[src/rtl/psc_pkg.sv]
package psc_pkg;

    localparam int MV_W    = 6;
    localparam int COST_W  = 16;
    localparam int N_RINGS = 7;
    localparam int LOCAL_R = 2;

    typedef logic signed [MV_W-1:0] comp_t;
    typedef logic signed [MV_W:0]   wide_t;

    typedef struct packed {
        comp_t dx;
        comp_t dy;
    } mv_t;

    typedef enum logic [2:0] {
        PH_IDLE,
        PH_RING,
        PH_RING_DRAIN,
        PH_LOCAL,
        PH_LOCAL_DRAIN
    } phase_e;

    // half-width of coarse square k, innermost first
    function automatic int ring_radius(input logic [2:0] k);
        case (k)
            3'd0:    return 1;
            3'd1:    return 2;
            3'd2:    return 4;
            3'd3:    return 6;
            3'd4:    return 8;
            3'd5:    return 12;
            default: return 18;
        endcase
    endfunction

    // point spacing along square k
    function automatic int ring_step(input logic [2:0] k);
        case (k)
            3'd0, 3'd1:       return 1;
            3'd2, 3'd3, 3'd4: return 2;
            3'd5:             return 3;
            default:          return 6;
        endcase
    endfunction

    function automatic logic in_window(input wide_t v, input int range);
        return (int'(v) >= -range) && (int'(v) <= range);
    endfunction

endpackage

[src/rtl/psc_ring_walker.sv]
module psc_ring_walker
    import psc_pkg::*;
(
    input  logic clk,
    input  logic rst,
    input  logic restart,
    input  logic advance,
    output mv_t  point,
    output logic last
);

    logic [2:0] ring;
    logic [1:0] side;
    logic [5:0] along;

    int r_i, s_i, a_i, x_i, y_i;
    logic edge_end;

    always_comb begin
        r_i = ring_radius(ring);
        s_i = ring_step(ring);
        a_i = int'(along);
        case (side)
            2'd0:    begin x_i = -r_i + a_i; y_i = -r_i;       end
            2'd1:    begin x_i =  r_i;       y_i = -r_i + a_i; end
            2'd2:    begin x_i =  r_i - a_i; y_i =  r_i;       end
            default: begin x_i = -r_i;       y_i =  r_i - a_i; end
        endcase
        point.dx = comp_t'(x_i);
        point.dy = comp_t'(y_i);
        edge_end = (a_i + s_i) == (2 * r_i);
        last     = (ring == 3'(N_RINGS - 1)) && (side == 2'd3) && edge_end;
    end

    always_ff @(posedge clk) begin
        if (rst || restart) begin
            ring  <= '0;
            side  <= '0;
            along <= '0;
        end else if (advance) begin
            if (edge_end) begin
                along <= '0;
                side  <= side + 2'd1;
                if (side == 2'd3)
                    ring <= last ? 3'd0 : ring + 3'd1;
            end else begin
                along <= along + 6'(s_i);
            end
        end
    end

endmodule

[src/rtl/psc_local_walker.sv]
module psc_local_walker
    import psc_pkg::*;
(
    input  logic              clk,
    input  logic              rst,
    input  logic              restart,
    input  logic              advance,
    output logic signed [2:0] ox,
    output logic signed [2:0] oy,
    output logic              last
);

    localparam logic signed [2:0] LO = -3'sd2;
    localparam logic signed [2:0] HI =  3'sd2;

    assign last = (ox == HI) && (oy == HI);

    always_ff @(posedge clk) begin
        if (rst || restart) begin
            ox <= LO;
            oy <= LO;
        end else if (advance) begin
            if (ox == HI) begin
                ox <= LO;
                oy <= oy + 3'sd1;
            end else begin
                ox <= ox + 3'sd1;
            end
        end
    end

endmodule

[src/rtl/psc_order_fifo.sv]
module psc_order_fifo
    import psc_pkg::*;
#(
    parameter int DEPTH = 4
) (
    input  logic                     clk,
    input  logic                     rst,
    input  logic                     push,
    input  mv_t                      din,
    input  logic                     pop,
    output mv_t                      head,
    output logic                     empty
);

    localparam int PTR_W = (DEPTH > 1) ? $clog2(DEPTH) : 1;
    localparam int CNT_W = $clog2(DEPTH + 1);

    mv_t              mem [DEPTH];
    logic [PTR_W-1:0] wr_ptr, rd_ptr;
    logic [CNT_W-1:0] count;

    assign head  = mem[rd_ptr];
    assign empty = (count == '0);

    always_ff @(posedge clk) begin
        if (rst) begin
            wr_ptr <= '0;
            rd_ptr <= '0;
            count  <= '0;
        end else begin
            if (push) begin
                mem[wr_ptr] <= din;
                wr_ptr      <= (wr_ptr == PTR_W'(DEPTH - 1)) ? '0 : wr_ptr + 1'b1;
            end
            if (pop)
                rd_ptr <= (rd_ptr == PTR_W'(DEPTH - 1)) ? '0 : rd_ptr + 1'b1;
            case ({push, pop})
                2'b10:   count <= count + 1'b1;
                2'b01:   count <= count - 1'b1;
                default: count <= count;
            endcase
        end
    end

endmodule

[src/rtl/psc_best_track.sv]
module psc_best_track
    import psc_pkg::*;
(
    input  logic              clk,
    input  logic              rst,
    input  logic              clear,
    input  logic              take,
    input  logic [COST_W-1:0] cost,
    input  mv_t               mv,
    output mv_t               best_mv,
    output logic [COST_W-1:0] best_cost
);

    logic first;

    always_ff @(posedge clk) begin
        if (rst || clear) begin
            best_mv   <= '0;
            best_cost <= '1;
            first     <= 1'b1;
        end else if (take) begin
            first <= 1'b0;
            if (first || (cost < best_cost)) begin
                best_mv   <= mv;
                best_cost <= cost;
            end
        end
    end

endmodule

[src/rtl/pattern_search_ctrl.sv]
module pattern_search_ctrl
    import psc_pkg::*;
#(
    parameter int SLOT       = 16,
    parameter int RANGE      = 18,
    parameter int FIFO_DEPTH = 4
) (
    input  logic              clk,
    input  logic              rst,
    input  logic              start,
    output logic              cand_valid,
    output logic [MV_W-1:0]   cand_dx,
    output logic [MV_W-1:0]   cand_dy,
    input  logic              cost_valid,
    input  logic [COST_W-1:0] cost_in,
    output logic              done,
    output logic [MV_W-1:0]   best_dx,
    output logic [MV_W-1:0]   best_dy,
    output logic [COST_W-1:0] best_cost
);

    localparam int TMR_W = (SLOT > 1) ? $clog2(SLOT) : 1;

    phase_e             phase;
    logic [TMR_W-1:0]   timer;
    mv_t                center;
    mv_t                ring_pt, local_pt, issue_mv, head_mv, best_mv;
    logic               ring_last, local_last, fifo_empty;
    logic signed [2:0]  ox, oy;
    wide_t              sum_x, sum_y;
    logic               local_ok, slot_free;
    logic               issue_ring, issue_local, skip_local, accept;

    // fine-phase point and its window test
    assign sum_x = wide_t'(center.dx) + wide_t'(ox);
    assign sum_y = wide_t'(center.dy) + wide_t'(oy);
    assign local_ok    = in_window(sum_x, RANGE) && in_window(sum_y, RANGE);
    assign local_pt.dx = comp_t'(sum_x);
    assign local_pt.dy = comp_t'(sum_y);

    assign slot_free   = (timer == '0);
    assign accept      = (phase == PH_IDLE) && start;
    assign issue_ring  = (phase == PH_RING) && slot_free;
    assign issue_local = (phase == PH_LOCAL) && slot_free && local_ok;
    assign skip_local  = (phase == PH_LOCAL) && !local_ok;

    assign cand_valid = issue_ring || issue_local;
    assign issue_mv   = issue_ring ? ring_pt : local_pt;
    assign cand_dx    = issue_mv.dx;
    assign cand_dy    = issue_mv.dy;

    assign done      = (phase == PH_LOCAL_DRAIN) && fifo_empty;
    assign best_dx   = best_mv.dx;
    assign best_dy   = best_mv.dy;

    psc_ring_walker u_ring (
        .clk     (clk),
        .rst     (rst),
        .restart (accept),
        .advance (issue_ring),
        .point   (ring_pt),
        .last    (ring_last)
    );

    psc_local_walker u_local (
        .clk     (clk),
        .rst     (rst),
        .restart (accept),
        .advance (issue_local || skip_local),
        .ox      (ox),
        .oy      (oy),
        .last    (local_last)
    );

    psc_order_fifo #(.DEPTH(FIFO_DEPTH)) u_order (
        .clk   (clk),
        .rst   (rst),
        .push  (cand_valid),
        .din   (issue_mv),
        .pop   (cost_valid),
        .head  (head_mv),
        .empty (fifo_empty)
    );

    psc_best_track u_best (
        .clk       (clk),
        .rst       (rst),
        .clear     (accept),
        .take      (cost_valid),
        .cost      (cost_in),
        .mv        (head_mv),
        .best_mv   (best_mv),
        .best_cost (best_cost)
    );

    // slot timer: one candidate per SLOT cycles
    always_ff @(posedge clk) begin
        if (rst)
            timer <= '0;
        else if (cand_valid)
            timer <= TMR_W'(SLOT - 1);
        else if (!slot_free)
            timer <= timer - 1'b1;
    end

    always_ff @(posedge clk) begin
        if (rst) begin
            phase  <= PH_IDLE;
            center <= '0;
        end else begin
            case (phase)
                PH_IDLE:
                    if (start) phase <= PH_RING;
                PH_RING:
                    if (issue_ring && ring_last) phase <= PH_RING_DRAIN;
                PH_RING_DRAIN:
                    if (fifo_empty) begin
                        center <= best_mv;
                        phase  <= PH_LOCAL;
                    end
                PH_LOCAL:
                    if ((issue_local || skip_local) && local_last)
                        phase <= PH_LOCAL_DRAIN;
                PH_LOCAL_DRAIN:
                    if (fifo_empty) phase <= PH_IDLE;
                default:
                    phase <= PH_IDLE;
            endcase
        end
    end

endmodule

[config.mk]
export PLATFORM = sky130hd
export DESIGN_NAME = pattern_search_ctrl
export DESIGN_NICKNAME = d
export VERILOG_FILES = /design/src/rtl/psc_pkg.sv /design/src/rtl/psc_ring_walker.sv /design/src/rtl/psc_local_walker.sv /design/src/rtl/psc_order_fifo.sv /design/src/rtl/psc_best_track.sv /design/src/rtl/pattern_search_ctrl.sv
export SDC_FILE = /design/constraint.sdc
export NUM_CORES = 1
export LEC_CHECK = 0
export ABC_AREA = 1
export CAP_MARGIN = 20
export CORE_MARGIN = 4
export CORE_UTILIZATION = 35
export CTS_BUF_LIST = sky130_fd_sc_hd__clkbuf_16
export DETAILED_ROUTE_END_ITERATION = 6
export DONT_BUFFER_PORTS = 1
export PLACE_DENSITY = 0.48
export SETUP_SLACK_MARGIN = 0.3
export SLEW_MARGIN = 40
export SYNTH_ARGS = -nofsm -noshare
export SYNTH_HDL_FRONTEND = slang
export SYNTH_HIERARCHICAL = 1
export SYNTH_SLANG_ARGS = --single-unit
[constraint.sdc]
create_clock -name clk -period 3.84 [get_ports clk]
set_clock_uncertainty 0.2 [all_clocks]
set_input_delay 0.768 -clock clk [delete_from_list [all_inputs] [get_ports clk]]
set_output_delay 0.768 -clock clk [all_outputs]
set_load 0.01 [all_outputs]
==> results of run 1 <==
==> flip-flops by register name, summed over array words and instances, names as in the netlist, named ones only <==
name and cells:
u_order/rd_ptr 2, u_local/oy 3, u_order/mem 48, u_ring/side 2
u_best/first 1, u_ring/along 6, phase 3, u_local/ox 3
center 12, u_best/best_cost 16, u_ring/ring 3, u_best/best_mv 12
timer 4, u_order/wr_ptr 2, u_order/count 3
==> cells in the mapped netlist, types with 7 or more instances <==
library cell / count
sky130_fd_sc_hd__o21ai_0: 43
sky130_fd_sc_hd__nand4_1: 8
sky130_fd_sc_hd__buf_6: 7
sky130_fd_sc_hd__nand3_2: 8
sky130_fd_sc_hd__xor2_1: 9
sky130_fd_sc_hd__a21oi_1: 65
sky130_fd_sc_hd__o22ai_1: 13
sky130_fd_sc_hd__dfxtp_1: 74
sky130_fd_sc_hd__nor3_1: 10
sky130_fd_sc_hd__inv_1: 139
sky130_fd_sc_hd__nor2_1: 84
sky130_fd_sc_hd__ha_1: 62
sky130_fd_sc_hd__edfxtp_1: 48
sky130_fd_sc_hd__nand2_1: 192
sky130_fd_sc_hd__nand2_2: 17
sky130_fd_sc_hd__clkbuf_1: 16
sky130_fd_sc_hd__inv_2: 9
sky130_fd_sc_hd__o21ai_1: 17
sky130_fd_sc_hd__nand3_1: 107
==> critical path: cells and delay by family, from the launching register on <==
family	cells	cell delay (ns)
adders and majority gates	3	0.56
buffers and inverters	6	0.42
and+or+nand+nor	6	0.63
DFF	1	0.33
AOI/OAI and AO/OA	4	0.38
xor gates and xnor gates	1	0.19
==> cells by family (layout without fill, tap and decap cells) <==
group | count (synthesis) | after routing
buffers and inverters | 181 | 238
xor gates and xnor gates | 13 | 13
DFF | 122 | 122
AOI/OAI and AO/OA | 158 | 158
and+or+nand+nor | 442 | 442
adders and majority gates | 68 | 68
==> final timing paths <==
kind                              to  slack, ns  depth (start not counted)
max                       cand_dy[3]      -0.06                         20
min            phase[1]$_SDFFE_PP0P_       0.20                          1
min reg2reg  center[10]$_SDFFE_PP0P_       0.27                          2
max reg2reg    phase[0]$_SDFFE_PP0P_       0.60                         23
==> stage by stage <==
stage	cell area [um^2]	total power, uW	utilization
floorplan	7620	2620	-
finish	9070	4800	0.427
global placement	8040	3060	0.379
global route	9070	5110	0.427
CTS	8810	4780	0.415
detailed placement	8040	3060	0.379
==> cell type report <==
cell class / count / area, um^2
clock buffers: 18 / 450
clock inverters: 14 / 155
fillers: 2158 / 12200
inverters: 150 / 573
multi-input cells: 681 / 4170
flip-flops and latches: 122 / 2940
well taps: 275 / 344
repair buffers: 56 / 435
==> repair_timing <==
action / in CTS / in global routing
pin swaps: 8 / 22
hold buffers: 0 / 0
buffers inserted: 9 / 13
resized for setup: 29 / 39
setup endpoints to repair: 13 / 13
==> per-layer routing <==
layer / GRT usage / up-vias
li1: - / 3347
met1: 0.220 / 3007
met2: 0.271 / 133
met4: 0.0463 / 0
met3: 0.0437 / 22
met5: 0 / -
==> where the power goes <==
part | leakage [uW] | switching (uW) | internal [uW] | total, uW
registers | 0.00103 | 129 | 1550 | 1680
clock network | 0.000300 | 659 | 1010 | 1670
logic | 0.00287 | 914 | 542 | 1460
total | 0.00420 | 1700 | 3100 | 4800
==> results.md, run 1 <==
- Of the synthesized area, sequential elements account for 0.384.
- The delay of the slowest cell on the worst path is 0.33 ns.
- The reg-to-reg critical path startpoint is u_ring/ring[0]$_SDFFE_PP0P_.
- At the end of the flow, the number of nets in the layout was 1116.
- Counting flops and latches in the post-synthesis netlist gives 122.
- Buffers placed on the I/O ports in this run total 0.
- After the flow finishes, the layout carries non-filler instances totaling 1316.
- In this run the count of I/O pins placed on the die edge is 62.
- In this run the most critical hold path is launched from rst.
- After detailed routing, the total wire length is 20200 um.
- In this run, the number of DRC markers left after iteration 0 of detailed routing was approximately 360.
- The remaining number of nets flagged by the antenna check after routing is 0.
- Setup violations remaining at the end of the flow were counted as 3.
- Summed over all nets, the half-perimeter wirelength after detailed placement is 14500 um.
- Routed signal wires occupy layers up through met4.
- The die boundary width is 155 um.
- In the detailed route, the total length drawn on met2 is 9560 um.
- The effective utilization at floorplan is 0.358.
- The peak ir drop on the vdd network is 0.000281 V.
- Data on the critical path is required at its endpoint by roughly 2.9 ns.
- The initial antenna violation count is 0.
- The number of nets in the synthesized netlist is about 1100.
- The most used flip-flop cell after synthesis is sky130_fd_sc_hd__dfxtp_1.
- After synthesis, the cell types taking the most area are sky130_fd_sc_hd__dfxtp_1, sky130_fd_sc_hd__edfxtp_1, sky130_fd_sc_hd__ha_1.
- Of all nets on the critical path, the largest fanout is 5.
- The number of different library cells in the post-synthesis netlist is 45.
- After detailed routing, the average wire length per cell comes to 15.3 um.
- The compound-gate portion of the synthesized area was 0.115.
- The worst setup path is captured at an output pin.
- Of the cells placed in the final design, the portion with a size suffix greater than 1 is 0.181.
- The remaining global-route overflow is 0.
- The wire length on met3 is 987 um.
- The total count of max-transition violations in the final report is 0.
- The share of Yosys cell area claimed by the top area cell type is 0.195.
- The later pin in the worst-skew pair is clocked with a latency of 0.42 ns.
- The maximum number of buffers from clock root to sink is 2.
- The startpoint of the worst setup timing path is u_ring/ring[1]$_SDFFE_PP0P_.
- The placeable core area is 21200 um^2.
- In this run the number of H-tree levels came out at 4.
- Yosys mapped a number of flops with a built-in enable equal to between 40 and 50.
- Prior to clock tree synthesis, the placed netlist has a worst setup slack of 0.0550 ns.
- The leakage power is 0.00420 uW.
- Measured against the total synthesized area, the mux share comes to 0.
- The post-synthesis instance area is 7600 um^2.
- The highest-delay cell along the critical path is sky130_fd_sc_hd__dfxtp_2.
- Clock tree synthesis found a total of approximately 120 sinks.
- The routability congestion estimate is 0.852.
- The CTS buffer count is 17.
- The top cell types in the final layout, fill and taps aside, are sky130_fd_sc_hd__nand2_1, sky130_fd_sc_hd__inv_1, sky130_fd_sc_hd__nand3_1.
- The floorplan step defined a die boundary enclosing 24100 um^2.
- Across all layers, the routed design uses 6509 vias.
- The share of async-settable or async-resettable flops after synthesis is 0.
- The remaining max-slew budget at the tightest pin is 0.525.
- Entering global routing, the biggest net connects 46 pins.
- The height of the die is 155 um.
- The hold violation total from the final report is 0.
- Setup repair after global routing could not meet its margin everywhere.
- In the routed design, unresolved DRC markers number 0.
- The clock-pin transition on the worst setup and hold timing paths is 0.06 ns.
- The biggest area contributor in the post-synthesis netlist is sky130_fd_sc_hd__dfxtp_1.
- The final reports fail on negative setup slack.
- In the global route stage, overall resource usage came out at 0.167.
- Timing would allow up to 0.256 GHz.
- The library cell used as clock root buffer is sky130_fd_sc_hd__clkbuf_16.
- The layout overhead on the synthesized area is 19.3%.
- The first detailed-routing pass took 6 iterations.
- The worst hold slack is 0.199 ns.
- The arrival time of data at the critical path endpoint is approximately 2.9 ns.
- The first global-routing pass estimated 31900 um of wire.
- The number of placed instances, taps included is 1262.
- In the routed layout, each cell is associated on average with a via count of 4.95.
- The total number of placement rows is 53.
- Power spread over the standard cell area amounts to 530 nW/um^2.
- The worst setup path is launched from a flop.
- The fraction of the cycle the final worst path needs is 1.02.
- Once routing completed, OpenROAD measured the worst setup slack at -0.0612 ns.
- In the synthesized netlist, the number of instances is 984.
- Walking the worst path, the cells encountered are inv_4, ha_4, inv_4, nor2_8, inv_4, ha_4, xor2_4, ha_4, a21oi_2, nand2_1, or2_4, nand2_2, inv_2, nand2_2, o2111ai_2, o21ai_1, inv_1, nor2_1, a31oi_2, buf_6.
- Across the run, the number of max-cap violations was 0.
- Of the total synthesized cell area, the portion taken by AND, OR, NAND and NOR gates is 0.269.
- The fraction of the mapped netlist area in adder cells is 0.118.
- The largest family of logic cells by synthesized area is simple AND/OR/NAND/NOR gates.
- Leaving out fill and tap cells, the most frequent cell in the layout is sky130_fd_sc_hd__nand2_1.
- The average instance in the mapped netlist occupies 7.73 um^2.
- The number of antenna diodes in the final layout is 0.
- The tightest min-delay check is of the in2reg type.
- The number of warning messages in the yosys log is 6.
- The post-synthesis share of cell area spent on xor and xnor gates is 0.0150.
- The flow ran to the end, but the final reports show violations.
- The accumulated negative setup slack is -0.0956 ns.
- By startpoint and endpoint, the worst setup path is classified as reg2out.
- The routed length on met1 is 9310 um.
- The CTS tree is built.
- The number of global-route vias before repair is around 6000.
- The final critical-path required period is 3.90 ns.
- The actual transition at the worst max-transition pin is about 0.71 ns.
(Power assumes the default switching activity.)
==> inputs of run 2 (changes only) <==
--- a/config.mk
+++ b/config.mk
@@ -5,7 +5,6 @@
 export SDC_FILE = /design/constraint.sdc
 export NUM_CORES = 1
 export LEC_CHECK = 0
-export ABC_AREA = 1
 export CAP_MARGIN = 20
 export CORE_MARGIN = 4
 export CORE_UTILIZATION = 35
==> results.md, run 2 <==
- For this run, the top clock speed supported by timing is 0.256 GHz.
- The number of DRC markers after the initial detailed-route iteration is 233.
- For this design, the slowest cell found on the critical path is sky130_fd_sc_hd__dfxtp_4.
- The initial utilization of the core area, before any placement, comes to 0.360.
- Across the VDD grid, the largest voltage drop is 0.000278 V.
- The initial antenna violation count is 0.
- The clock passes through at most 2 buffers.
- Dividing the final minimum period by the clock period gives 1.02.
- The post-synthesis instance area is about 7300 um^2.
- Dividing the synthesized area by the synthesized cell count gives about 9.7 um^2.
- The number of flip-flops under the largest register name is 48.
- The worst setup path is captured at an output pin.
- The max capacitance violation total is 0.
- After synthesis the netlist holds a flip-flop and latch count of 122.
- Of the cells placed in the final design, the portion with a size suffix greater than 1 is 0.292.
- For this block, the routed nets add up to 19300 um of wire.
- The critical path runs through a total of 16 cells.
- The actual transition at the worst max-transition pin is 0.750 ns.
- By area the synthesized netlist is led by sky130_fd_sc_hd__dfxtp_1, sky130_fd_sc_hd__edfxtp_1, sky130_fd_sc_hd__ha_1.
- The dominant register cell in the synthesized netlist is sky130_fd_sc_hd__dfxtp_1.
- TritonCTS built the clock tree.
- The final reports fail on negative setup slack.
- Leaving out fill and tap cells, the most frequent cells in the layout are sky130_fd_sc_hd__nand2_1, sky130_fd_sc_hd__nor2_1, sky130_fd_sc_hd__dfxtp_1.
- After clock tree synthesis, the clock-pin slew on the worst setup and hold paths is 0.06 ns.
- The hold violation total from the final report was 0.
- The placeable core area is 20400 um^2.
- The height of the die is approximately 150 um.
- The first global-routing pass estimated 30500 um of wire.
- The number of different library cells in the post-synthesis netlist is 82.
- The total overflow left after global routing is 0.
- The layout overhead on the synthesized area is 28.2%.
- The cell sitting at the root of the clock tree is a sky130_fd_sc_hd__clkbuf_16.
- At the end of the flow the core is filled with cells to 0.461.
- The run finished, with violations left.
- The number of levels in the clock H-tree is 4.
- The DRC violations left is 0.
- The pre-CTS setup slack is between 0.04 and 0.05 ns.
- The class of the most critical hold timing path is in2reg.
- The total number of nets in the final design is between 900 and 1000.
- Sorting the synthesized cells by how often they occur yields sky130_fd_sc_hd__nand2_1, sky130_fd_sc_hd__dfxtp_1, sky130_fd_sc_hd__nor2_1.
- Setup slack on the critical path of the routed design comes to -0.0640 ns.
- The number of placed instances, taps included is about 1000.
- The largest registers in the layout are u_order/mem x48, u_best/best_cost x16.
- The total count of max-transition violations in the final report was 0.
- Dividing the detail-routed wire length by the instance count gives 17.4 um.
- The CTS buffer count is 17.
- On the worst path, the slowest cell contributes a delay of 0.37 ns.
- Yosys mapped a number of flops with a built-in enable equal to between 40 and 50.
- The routability congestion estimate is 0.861.
- The critical path contains buffers and inverters numbering 3 combined.
- The remaining max-slew budget at the tightest pin is 0.496.
- The arrival time of data at the critical path endpoint is 2.94 ns.
- The footprint of the multi-input gates is 4570 um^2.
- The number of vias per cell is 5.18.
- Subtracting the final worst setup slack from the clock period gives about 4 ns.
- The instance count along the most critical hold path is 1.
- For this run, the register share of the synthesized area comes to 0.398.
- 62 I/O pins were placed.
- The power density over the cells is 399 nW/um^2.
- For this run, the detailed router's first-pass iteration total came to 5.
- The family with the most delay on the worst path is compound AO/OA/AOI/OAI gates.
- The die covers 23400 um^2.
- The die boundary width is about 150 um.
- The remaining number of nets flagged by the antenna check after routing is 0.
- The length in cells of the worst reg-to-reg path is 21.
- The routed layout has 5728 vias.
- Clock latency on the worst-skew pair, taken at its later pin, is around 0.42 ns.
- Entering global routing, the biggest net connects 34 pins.
- The worst setup path is launched from a flop.
- For this run, the number of Yosys warnings is 6.
- Synthesis produced between 700 and 800 cells.
- The share of synthesized area in the top cell type comes to 0.202.
- At the worst endpoint, the required time is 2.87 ns.
- After filler insertion, the fill cell instance count of the layout stands at 1930.
- Setup repair after global routing could not meet its margin everywhere.
- The register name with the most flops is u_order/mem.
- Summing all flip-flop and latch instances after layout gives 2950 um^2.
- The total routing resource utilization after global routing is 0.162.
- The leading cell type in the layout, fill and taps excluded is sky130_fd_sc_hd__nand2_1.
- The number of global-route vias before repair is slightly below 6000.
- The number of nets in the synthesized netlist is about 840.
- The number of inserted diodes is 0.
- The count of buffers inserted at the top-level ports is 0.
- The floorplan has 52 rows.
- The classification of the worst setup path is reg2out.
- After synthesis, the share of flip-flops with an asynchronous set or reset is 0.
- The maximum fanout along the worst path is 4.
- The leakage power is between 0.003 and 0.004 uW.
- The finished layout holds 1106 standard cells, fillers aside.
- The number of setup violations in the final report is 2.
- The signal on the critical path passes through inv_6, ha_4, nand2_4, buf_6, mux2i_4, xnor2_2, ha_4, a21o_1, a21oi_2, xnor2_2, a22o_1, nor3_1, a21oi_1, nand2_1, o21ai_2, buf_6.
- The most frequent cell after synthesis is sky130_fd_sc_hd__nand2_1.
- The clock sink total is 122.
- sky130_fd_sc_hd__dfxtp_1 takes more of the synthesized area than any other cell.
- The placed wire-length estimate is 13700 um.
run 2: cell types whose count changed after synthesis, moves of 13 or more:
cell / previous run / this run
sky130_fd_sc_hd__mux2i_1: 0 / 36
sky130_fd_sc_hd__inv_1: 139 / 72
sky130_fd_sc_hd__nand3_1: 107 / 14
sky130_fd_sc_hd__nand2_1: 192 / 90
sky130_fd_sc_hd__o21ai_0: 43 / 23
sky130_fd_sc_hd__o21ai_1: 17 / 1
sky130_fd_sc_hd__nand2_2: 17 / 0
sky130_fd_sc_hd__a21oi_1: 65 / 52
run 2: logic make-up (layout without fill, tap and decap cells):
kind of cell,count (synthesis),in the layout,synth area share
and+or+nand+nor,235,235,0.148
buffers and inverters,103,184,0.0606
DFF,122,122,0.398
muxes,51,51,0.0939
AOI/OAI and AO/OA,152,152,0.147
adders and majority gates,68,68,0.122
xor gates and xnor gates,24,24,0.0305
run 2: routing by layer:
layer | global-route usage | wire, um | vias up
li1 | - | - | 2802
met5 | 0 | 0 | -
met2 | 0.270 | 9480 | 130
met1 | 0.205 | 8540 | 2766
met4 | 0.0547 | 336 | 0
met3 | 0.0435 | 917 | 30
run 2: final timing paths:
path | start | end | slack [ns]
setup / recovery | u_ring/ring[1]$_SDFFE_PP0P_ | cand_dx[4] | -0.06
hold / removal | rst | center[0]$_SDFFE_PP0P_ | 0.21
setup reg to reg | u_ring/ring[1]$_SDFFE_PP0P_ | phase[1]$_SDFFE_PP0P_ | 0.03
hold reg to reg | center[9]$_SDFFE_PP0P_ | center[9]$_SDFFE_PP0P_ | 0.26
run 2: report_power, final:
part,switching (uW),internal (uW),leakage (uW)
Sequential,74.3,1440,0.00103
Combinational,397,332,0.00244
Clock,622,887,0.000272
run 2: final cells by class:
class | count | share of cell area
timing repair buffer | 79 | 0.0756
clock buffer | 17 | 0.0452
tap | 270 | 0.0359
multi-input combinational | 530 | 0.485
sequential | 122 | 0.314
inverter | 73 | 0.0307
clock inverter | 15 | 0.0136
run 2: repair_timing:
action                                  in CTS  in global routing
endpoints found under the setup margin      66                 20
buffers inserted                            28                 14
gates resized for setup                     82                 43
gates cloned                                 0                  0
pin swaps                                   44                 43
hold buffers                                 0                  0
run 2: stage by stage:
| step | power (uW) | hold WS, ns | setup TNS, ns | instance area, um^2 |
|---|---|---|---|---|
| final | 3760 | 0.208 | -0.103 | 9410 |
| after global routing | 3960 | 0.183 | -1.04 | 9410 |
| after CTS | 3750 | 0.189 | -0.431 | 9110 |
| after detailed placement | 2200 | 0.251 | 0 | 7980 |
| after global placement | 2170 | 0.245 | 0 | 7980 |
| after floorplan | 1970 | 0.241 | 0 | 7450 |
==> inputs of run 3 (changes only) <==
==> constraint.sdc (replaced) <==
create_clock -name clk -period 3.84 [get_ports clk]
set_clock_uncertainty 0.2 [all_clocks]
set_input_delay 0.192 -clock clk [delete_from_list [all_inputs] [get_ports clk]]
set_output_delay 0.192 -clock clk [all_outputs]
set_load 0.01 [all_outputs]
==> results.md, run 3 (synthesized netlist as in run 2, its figures left out) <==
- For this design the ratio of total power to cell area is 407 nW/um^2.
- The total detailed-routing wirelength is 19100 um.
- The worst hold path begins at cost_valid.
- The largest single stage delay on the critical path is 0.36 ns.
- The worst register-to-register path begins at u_ring/ring[1]$_SDFFE_PP0P_.
- The initial antenna violation count is 0.
- The total count of max-transition violations in the final report is 0.
- The initialized floorplan defines 52 standard-cell rows.
- Routability-driven placement finished with a final weighted congestion of 0.799.
- The count of buffers inserted at the top-level ports is 0.
- The actual transition at the worst max-transition pin is 0.701 ns.
- The fraction of the cycle the final worst path needs is 0.942.
- By startpoint and endpoint, the worst setup path is classified as reg2out.
- After detailed routing, the number of vias per cell comes to 5.23.
- The library cell used as clock root buffer is sky130_fd_sc_hd__clkbuf_16.
- The clock passes through at most 2 buffers.
- The average wire length per cell after detail routing is 17.3 um.
- The area of the die is 23400 um^2.
- The hold violation total from the final report was 0.
- The critical path starts at u_ring/ring[2]$_SDFFE_PP0P_.
- The leading cell type in the layout, fill and taps excluded is sky130_fd_sc_hd__nand2_1.
- Measured in cells, the most critical reg-to-reg path has a length of 20.
- In this run the number of H-tree levels came out at 4.
- The arrival time of data at the critical path endpoint is 3.23 ns.
- The count of nets left with antenna violations once routing finished came out at 0.
- The maximum number of pins on one net before global-route repair is 33.
- The design draws around 3800 uW.
- In the final layout, the share of cells above drive strength 1 is 0.245.
- The first global-routing pass estimated 31400 um of wire.
- The total number of nets in the final design is 911.
- The clock-pin transition on the worst setup and hold timing paths is 0.06 ns.
- Detailed placement ended at an HPWL of 13400 um.
- The floorplan step defined a core boundary enclosing between 20000 and 25000 um^2.
- Timing would allow up to roughly 0.28 GHz.
- The largest registers in the layout are u_order/mem x48, u_best/best_cost x16.
- In this run the static leakage power is approximately 0.0037 uW.
- For this run the aggregate overflow at the end of global routing stands at 0.
- The effective utilization at floorplan is 0.360.
- The die boundary width is 153 um.
- The flow ran to the end, and the final reports show no timing, DRC or antenna violations.
- The instance area at placement is 7820 um^2.
- The final critical-path required period is ~3.6 ns.
- Traced cell by cell, the critical path runs through buf_6, mux2_4, inv_4, ha_4, ha_4, a21o_1, a21oi_2, o21bai_1, a21oi_2, xnor2_1, and2_1, o31a_1, nand2_1, o21ai_2, buf_6, buf_6.
- The worst-case IR drop observed on VDD is approximately 0.00025 V.
- Across every metal layer, demand over resource in global routing totals 0.167.
- The layout overhead on the synthesized area is 26.8%.
- The class of the most critical hold timing path is in2reg.
- The max capacitance violation total is 0.
- The via count is 5781.
- The register with the most flip-flops in the layout has 48 of them.
- The finished layout holds 1106 standard cells, fillers aside.
- The cell with the most instances on the worst path is sky130_fd_sc_hd__buf_6.
- The number of DRC markers after the initial detailed-route iteration is 272.
- The endpoint class of the critical path is an output pin.
- The worst setup path is launched from a flop.
- For the worst-skew pair, the clock arrives at the later sink with an insertion delay of around 0.42 ns.
- The number of antenna diodes in the final layout is 0.
- The highest-delay cell along the critical path is sky130_fd_sc_hd__dfxtp_4.
- For this run, the detailed router's first-pass iteration total came to 5.
- The critical path required time is between 3 and 4 ns.
- The number of setup violations in the final report is 0.
- The number of placed instances, taps included is 1019.
- The number of global-route vias before repair is 6020.
- In the layout the commonest cells are sky130_fd_sc_hd__nand2_1, sky130_fd_sc_hd__nor2_1, sky130_fd_sc_hd__inv_1.
- between 60 and 70 I/O pins were placed.
- Once layout is done, the placed cells without fillers occupy 9310 um^2.
- The CTS tree is built.
- Once layout is complete, the utilization of the core stands at 0.456.
- The height of the die is 153 um.
- For the final routed database, the setup TNS stands at 0 ns.
- The instance count along the most critical hold path is 4.
- The CTS buffer count is 17.
- CTS saw 122 sinks.
- The maximum fanout along the worst path is 4.
- Setup repair after global routing could not meet its margin everywhere.
- For this run, design rule violations remaining after detail routing come to 0.
- The remaining max-slew budget at the tightest pin is 0.526.
- The register name with the most flops is u_order/mem.
-- run 3: cell types whose count changed in the layout (fill, tap and decap cells not counted), sizes merged --
cell         before  now
dlygate4sd3       0   19
inv              77   78
clkinvlp          3    0
bufinv            1    0
buf              79   60
clkbuf           17   20
-- run 3: worst max-delay path, delay by kind of cell (launching register included) --
kind                       cells  cell delay (ns)
xor gates and xnor gates       1             0.09
DFF                            1             0.36
AOI/OAI and AO/OA              6             0.97
adders and majority gates      2             0.41
muxes                          1             0.32
buffers and inverters          4             0.44
and+or+nand+nor                2             0.23
-- run 3: repair_timing --
| item | 4_1_cts | 5_1_grt |
|---|---|---|
| cloned | 0 | 0 |
| hold endpoints to repair | 74 | 0 |
| buffers inserted | 25 | 10 |
| resized for setup | 55 | 41 |
| endpoints found under the setup margin | 25 | 64 |
| pin swaps | 24 | 29 |
| hold buffers | 20 | 0 |
-- run 3: final timing paths --
path | endpoint | slack [ns]
setup / recovery | cand_dx[5] | 0.22
hold reg to reg | center[4]$_SDFFE_PP0P_ | 0.27
setup reg to reg | phase[1]$_SDFFE_PP0P_ | 0.23
hold / removal | u_best/best_mv[4]$_SDFFE_PP0P_ | 0.08
-- run 3: cell type report --
class	count	area (um^2)
clock buffers	20	500
clock inverters	12	80.1
fillers	1925	11100
inverters	73	287
multi-input cells	530	4450
flip-flops and latches	122	2950
well taps	270	338
repair buffers	79	711
-- run 3: per-stage QoR --
stage	setup slack [ns]	hold WS [ns]
finish	0.221	0.0777
global route	0.0934	0.0958
CTS	0.154	0.0668
detailed placement	-0.0212	0.0658
global placement	0.0990	0.0647
floorplan	0.221	0.0555
-- run 3: where the power goes --
part	total (uW)	internal, uW	switching (uW)
clock network	1560	942	623
registers	1520	1450	74.2
logic	705	307	398
total	3790	2700	1100
-- run 3: per-layer routing --
metal	up-vias	track usage	routed length, um
met5	-	0	0
met2	120	0.292	9560
met3	31	0.0416	800
li1	2811	-	-
met4	0	0.0535	365
met1	2819	0.201	8360
